### src/rtl/nbb_pkg.sv
package nbb_pkg;

    // Field positions inside the 32-bit register word (behavioural contract).
    localparam int CE_BIT   = 31;
    localparam int OP_LSB   = 28;
    localparam int DAT_LSB  = 16;
    localparam int BUSY_BIT = 15;

    typedef enum logic [2:0] {
        PH_IDLE,
        PH_WSETUP,
        PH_WPULSE,
        PH_WHOLD,
        PH_RPULSE,
        PH_RHOLD
    } phase_e;

    typedef enum logic [2:0] {
        K_IGNORE,
        K_CMD,
        K_ADDR,
        K_DATA,
        K_STREAM
    } kind_e;

    typedef struct packed {
        kind_e      kind;
        logic       ce;
        logic [7:0] val;
    } req_t;

    function automatic kind_e op_to_kind(input logic [2:0] op);
        case (op)
            3'd0:    return K_CMD;
            3'd1:    return K_ADDR;
            3'd2:    return K_STREAM;
            3'd3:    return K_DATA;
            default: return K_IGNORE;
        endcase
    endfunction

    function automatic logic [31:0] pack_read(input logic busy, input logic [7:0] val);
        logic [31:0] r;
        r = '0;
        r[DAT_LSB +: 8] = val;
        r[BUSY_BIT]     = busy;
        return r;
    endfunction

endpackage

### src/rtl/nbb_sync.sv
module nbb_sync #(
    parameter int STAGES    = 2,
    parameter bit RESET_VAL = 1'b1
) (
    input  logic clk,
    input  logic rst_n,
    input  logic d,
    output logic q
);
    logic [STAGES-1:0] ff_q;

    for (genvar i = 0; i < STAGES; i++) begin : g_stage
        if (i == 0) begin : g_first
            always_ff @(posedge clk or negedge rst_n) begin
                if (!rst_n) ff_q[i] <= RESET_VAL;
                else        ff_q[i] <= d;
            end
        end else begin : g_next
            always_ff @(posedge clk or negedge rst_n) begin
                if (!rst_n) ff_q[i] <= RESET_VAL;
                else        ff_q[i] <= ff_q[i-1];
            end
        end
    end

    assign q = ff_q[STAGES-1];
endmodule

### src/rtl/nbb_decode.sv
module nbb_decode
    import nbb_pkg::*;
(
    input  logic [31:0] word,
    output req_t        req
);
    logic unused_fields;

    always_comb begin
        req.kind = op_to_kind(word[OP_LSB +: 3]);
        req.ce   = word[CE_BIT];
        req.val  = word[DAT_LSB +: 8];
    end

    // Bits outside opcode, enable and byte carry no meaning on writes.
    assign unused_fields = ^{word[27:24], word[15:0]};
endmodule

### src/rtl/nandbus_bridge.sv
module nandbus_bridge
    import nbb_pkg::*;
#(
    parameter int SETUP_CLKS  = 1,
    parameter int PULSE_CLKS  = 2,
    parameter int HOLD_CLKS   = 1,
    parameter int SYNC_STAGES = 2
) (
    input  logic        clk,
    input  logic        rst_n,
    input  logic        reg_wr,
    input  logic        reg_rd,
    input  logic [31:0] reg_wdata,
    output logic [31:0] reg_rdata,
    output logic        reg_ready,
    output logic        nand_ce_n,
    output logic        nand_cle,
    output logic        nand_ale,
    output logic        nand_we_n,
    output logic        nand_re_n,
    output logic [7:0]  nand_io_out,
    output logic        nand_io_oe,
    input  logic [7:0]  nand_io_in,
    input  logic        nand_rb_n
);
    localparam int MAX_A = (SETUP_CLKS > PULSE_CLKS) ? SETUP_CLKS : PULSE_CLKS;
    localparam int MAX_C = (MAX_A > HOLD_CLKS) ? MAX_A : HOLD_CLKS;
    localparam int CW    = (MAX_C > 1) ? $clog2(MAX_C) : 1;

    localparam logic [CW-1:0] SETUP_LD = CW'(SETUP_CLKS - 1);
    localparam logic [CW-1:0] PULSE_LD = CW'(PULSE_CLKS - 1);
    localparam logic [CW-1:0] HOLD_LD  = CW'(HOLD_CLKS - 1);

    typedef struct packed {
        phase_e      ph;
        logic [CW-1:0] cnt;
        logic        stream;
        logic        ce;
        logic        cle;
        logic        ale;
        logic        oe;
        logic        we_n;
        logic        re_n;
        logic [7:0]  dout;
        logic [31:0] rdata;
    } st_t;

    localparam st_t ST_RESET = '{
        ph:     PH_IDLE,
        cnt:    '0,
        stream: 1'b0,
        ce:     1'b0,
        cle:    1'b0,
        ale:    1'b0,
        oe:     1'b0,
        we_n:   1'b1,
        re_n:   1'b1,
        dout:   8'h00,
        rdata:  32'h0
    };

    st_t  st_d, st_q;
    req_t req;
    logic rb_sync;
    logic busy;
    logic cnt_done;

    nbb_decode u_decode (
        .word (reg_wdata),
        .req  (req)
    );

    nbb_sync #(
        .STAGES    (SYNC_STAGES),
        .RESET_VAL (1'b1)
    ) u_rb_sync (
        .clk   (clk),
        .rst_n (rst_n),
        .d     (nand_rb_n),
        .q     (rb_sync)
    );

    assign busy     = ~rb_sync;
    assign cnt_done = (st_q.cnt == '0);

    always_comb begin
        st_d = st_q;
        case (st_q.ph)
            PH_IDLE: begin
                if (reg_wr) begin
                    case (req.kind)
                        K_CMD, K_ADDR, K_DATA: begin
                            st_d.ph     = PH_WSETUP;
                            st_d.cnt    = SETUP_LD;
                            st_d.stream = 1'b0;
                            st_d.ce     = req.ce;
                            st_d.cle    = (req.kind == K_CMD);
                            st_d.ale    = (req.kind == K_ADDR);
                            st_d.oe     = 1'b1;
                            st_d.dout   = req.val;
                        end
                        K_STREAM: begin
                            st_d.stream = 1'b1;
                            st_d.ce     = req.ce;
                        end
                        default: begin
                            st_d.stream = 1'b0;
                        end
                    endcase
                end else if (reg_rd) begin
                    if (st_q.stream) begin
                        st_d.ph   = PH_RPULSE;
                        st_d.cnt  = PULSE_LD;
                        st_d.re_n = 1'b0;
                    end else begin
                        st_d.rdata = pack_read(busy, 8'h00);
                    end
                end
            end
            PH_WSETUP: begin
                if (cnt_done) begin
                    st_d.ph   = PH_WPULSE;
                    st_d.cnt  = PULSE_LD;
                    st_d.we_n = 1'b0;
                end else begin
                    st_d.cnt = st_q.cnt - CW'(1);
                end
            end
            PH_WPULSE: begin
                if (cnt_done) begin
                    st_d.ph   = PH_WHOLD;
                    st_d.cnt  = HOLD_LD;
                    st_d.we_n = 1'b1;
                end else begin
                    st_d.cnt = st_q.cnt - CW'(1);
                end
            end
            PH_WHOLD: begin
                if (cnt_done) begin
                    st_d.ph   = PH_IDLE;
                    st_d.cle  = 1'b0;
                    st_d.ale  = 1'b0;
                    st_d.oe   = 1'b0;
                    st_d.dout = 8'h00;
                end else begin
                    st_d.cnt = st_q.cnt - CW'(1);
                end
            end
            PH_RPULSE: begin
                if (cnt_done) begin
                    st_d.ph    = PH_RHOLD;
                    st_d.cnt   = HOLD_LD;
                    st_d.re_n  = 1'b1;
                    st_d.rdata = pack_read(busy, nand_io_in);
                end else begin
                    st_d.cnt = st_q.cnt - CW'(1);
                end
            end
            PH_RHOLD: begin
                if (cnt_done) begin
                    st_d.ph = PH_IDLE;
                end else begin
                    st_d.cnt = st_q.cnt - CW'(1);
                end
            end
            default: st_d = ST_RESET;
        endcase
    end

    always_ff @(posedge clk or negedge rst_n) begin
        if (!rst_n) st_q <= ST_RESET;
        else        st_q <= st_d;
    end

    assign reg_ready   = (st_q.ph == PH_IDLE);
    assign reg_rdata   = st_q.rdata;
    assign nand_ce_n   = ~st_q.ce;
    assign nand_cle    = st_q.cle;
    assign nand_ale    = st_q.ale;
    assign nand_we_n   = st_q.we_n;
    assign nand_re_n   = st_q.re_n;
    assign nand_io_out = st_q.dout;
    assign nand_io_oe  = st_q.oe;
endmodule

### config.mk
export PLATFORM = sky130hd
export DESIGN_NAME = nandbus_bridge
export DESIGN_NICKNAME = d
export VERILOG_FILES = /design/src/rtl/nbb_pkg.sv /design/src/rtl/nbb_sync.sv /design/src/rtl/nbb_decode.sv /design/src/rtl/nandbus_bridge.sv
export SDC_FILE = /design/constraint.sdc
export NUM_CORES = 1
export LEC_CHECK = 0
export BUFFER_PORTS_ARGS = -buffer_cell sky130_fd_sc_hd__buf_2
export CORE_ASPECT_RATIO = 0.7
export CORE_MARGIN = 3
export CORE_UTILIZATION = 44
export DETAILED_ROUTE_END_ITERATION = 10
export PLACE_DENSITY = 0.89
export SLEW_MARGIN = 40
export SYNTH_ARGS = -nofsm -noshare
export SYNTH_HDL_FRONTEND = slang
export SYNTH_SLANG_ARGS = --single-unit
### constraint.sdc
create_clock -name clk -period 2 [get_ports clk]
set_input_delay 0.2 -clock clk [delete_from_list [all_inputs] [get_ports clk]]
set_output_delay 0.2 -clock clk [all_outputs]
set_load 0.01 [all_outputs]
==> flow_metrics.env <==
export IMPL_multi_input_area_um2=669
export IMPL_grt_pass1_wl_mm=5.04
export IMPL_post_cts_buffers=0
export IMPL_hold_viol_final=0
export IMPL_slew_viol_final=0
export IMPL_max_clock_path_buffers=2
export IMPL_drtIter0Drc=59
export IMPL_drt_wl_total_mm=3.18
export IMPL_clock_skew_ns=0.00735
export IMPL_p_per_area_nw_per_um2=1430
export IMPL_ys_seq_area_frac=0.444
export IMPL_io_pins=92
export IMPL_setup_violations=0
export IMPL_ff_latch_area_um2=756
export IMPL_worst_ep_arrival_time_ns=1.88
export IMPL_viasPerCell=4.82
export IMPL_ctsHoldBuffers=1
export IMPL_dr_total_vias=1185
export IMPL_vdd_drop_max_v=0.000523
export IMPL_period_minus_slack_ns=1.72
export IMPL_synth_cell_types=38
export IMPL_final_util=0.532
export IMPL_cts_buffers=5
export IMPL_crit_path_max_incr_delay_ns=0.44
export IMPL_drv_cap=0
export IMPL_maxSlewHeadroom=0.561
export IMPL_area_delta_synth_final_pct=13.5
export IMPL_endpoint_kind="flop"
export IMPL_nets=242
export IMPL_clockRootBuffer="clkbuf_8"
export IMPL_cts_resized=0
export IMPL_tritoncts="built"
export IMPL_grt_pass1_vias=1132
export IMPL_setup_worst_path_class="flop to flop"
export IMPL_ys_warnings_count=0
export IMPL_grt_max_degree=31
export IMPL_cp_num_buf_inv=0
export IMPL_tightest_slew_ns=0.659
export IMPL_crit_required_ns=2.16
export IMPL_post_route_drc_count=0
export IMPL_gr_total_overflow=0
export IMPL_fp_dieW_um=80.3
export IMPL_cts_max_level=2
export IMPL_diodes=0
export IMPL_start_kind="flop"
export IMPL_grt_antenna_before_repair=0
export IMPL_drive_gt1_frac=0.393
export IMPL_grt_use_total=0.140
export IMPL_place_congestion=0.858
export IMPL_die_h_um=58.0
export IMPL_rsz0062_at_grt="false"
export IMPL_num_rows=18
export IMPL_start_util=0.469
export IMPL_timing_fmax_ghz=0.581
export IMPL_die_area_um2=4660
export IMPL_core_area_um2=3630
export IMPL_ant_nets=0
export IMPL_p_leak_nw=1.04
export IMPL_clock_latency_ns=0.28
export IMPL_numPortBuffers=48
export IMPL_fillers=344
export IMPL_wl_per_cell_um=12.9
export IMPL_status="finished, final reports clean"
export IMPL_synth_seq_cells=30
export IMPL_post_synth_cell_area_avg_um2=10.6
export IMPL_synth_cell_area_um2=1700
export IMPL_cp_cell_sequence="or3_4 -> nor4b_4 -> a21oi_2 -> mux2_2"
export IMPL_place_hpwl_mm=2.38
export IMPL_clk_pin_slew_ns=0.06
export IMPL_firstDrtPassIters=4
export IMPL_cp_max_fo=9
export IMPL_finalSetupTns_ns=0
export IMPL_hold_class="primary input to flop"
export IMPL_netlist_instances=160
export IMPL_crit_family="simple AND/OR/NAND/NOR gates"
export IMPL_finalCritPeriodShare=0.861
export IMPL_numClockSinks=30
export IMPL_crit_path_top_delay_cell="dfrtp_1"
==> final cells by class <==
cell class / count / share of cell area
Multi-Input combinational cell: 100 / 0.347
Sequential cell: 30 / 0.392
Clock inverter: 2 / 0.0311
Inverter: 5 / 0.00973
Clock buffer: 6 / 0.0428
Timing Repair Buffer: 53 / 0.145
Tap cell: 50 / 0.0324
==> logic make-up (layout without fill, tap and decap cells) <==
logic type,count (synthesis),in the layout,share of synthesized area
buf+inv,52,66,0.210
fa+ha+maj,2,2,0.0147
other cells,1,23,0.00221
flops,30,30,0.444
simple gates,32,32,0.118
compound gates,34,34,0.150
mux,9,9,0.0596
==> metal layers <==
metal	global-route usage	vias to the layer above	wire length (um)
li1	-	568	-
met1	0.169	584	1370
met2	0.243	31	1590
met3	0.0466	2	203
met4	0.0361	0	17
met5	0	-	0
==> report_power, final <==
group	total [W]	internal, W	switching, W
sequential	0.000909	0.000788	0.000121
clock	0.000756	0.000531	0.000225
combinational	0.00109	0.000481	0.000609
==> final timing paths <==
check                                            start                     endpoint  slack (ns)  cells past startpoint
max                               st_q[48]$_DFFE_PN0P_    reg_rdata[15]$_DFFE_PN0P_        0.28                      4
min                                          nand_rb_n  u_rb_sync.ff_q[0]$_DFF_PN1_        0.02                      1
max reg2reg                       st_q[48]$_DFFE_PN0P_    reg_rdata[15]$_DFFE_PN0P_        0.28                      4
min reg2reg                u_rb_sync.ff_q[0]$_DFF_PN1_        u_rb_sync.q$_DFF_PN1_        0.36                      0
max in group asynchronous                        rst_n         nand_ale$_DFFE_PN0P_        1.08                      2
min in group asynchronous                        rst_n   nand_io_out[3]$_DFFE_PN0P_        0.49                      2
==> state kept, by name, indices dropped and copies added (netlist names) <==
signal          count
nand_io_out         8
nand_io_oe          1
reg_rdata           9
u_rb_sync.ff_q      1
nand_ale            1
nand_cle            1
nand_we_n           1
st_q                6
u_rb_sync.q         1
nand_re_n           1
==> stage by stage <==
step	worst slack, ns	hold WS, ns	power [W]	instance area, um2	std cells
final	0.279	0.0168	0.00276	1930	246
after global routing	0.206	0.0110	0.00294	1930	246
after global placement	0.310	0.266	0.00196	1780	237
after floorplan	0.340	-0.0956	0.00184	1780	182
after CTS	0.275	0.00824	0.00277	1930	246
after detailed placement	0.284	0.271	0.00201	1780	237
==> Yosys cell counts (all sizes together) <==
cell     count  share of area
a32o         1         0.0059
clkbuf       4         0.0088
nand4        1         0.0037
a211o        1         0.0052
a21oi        3          0.011
nand2b       1         0.0037
inv          5          0.011
o2bb2ai      1         0.0052
a22o        10          0.052
dfstp        4          0.062
a21o         3          0.013
buf         43           0.19
o211ai       1         0.0044
o31ai        2         0.0088
a2bb2oi      1         0.0052
nor2         6          0.013
a31oi        2         0.0074
o22a         1         0.0052
nor2b        3          0.011
conb         1         0.0022
nand3b       1         0.0044
nor4         1         0.0074
and3         8          0.029
o21ai        6          0.018
or3          1         0.0066
nor4b        1          0.014
nand3        2         0.0059
nand2        4         0.0088
nor3         2         0.0059
dfrtp       26           0.38
or4          1         0.0044
o2111ai      1         0.0052
o21a         1         0.0044
ha           2          0.015
mux2         9          0.060
==> cell usage in the layout, fill, tap and decap left out, types with 3 or more instances in the layout <==
cell / Yosys / routed
buf_2: 1 / 48
dfrtp_1: 26 / 26
conb_1: 1 / 23
a22o_1: 10 / 10
mux2_2: 9 / 9
and3_1: 8 / 8
nor2_1: 6 / 6
o21ai_0: 6 / 6
clkbuf_8: 0 / 6
inv_1: 5 / 5
nand2_1: 4 / 4
dfstp_2: 4 / 4
buf_4: 41 / 4
nor2b_1: 3 / 3
a21o_1: 3 / 3
No activity file was read; power rests on OpenSTA's default activity.
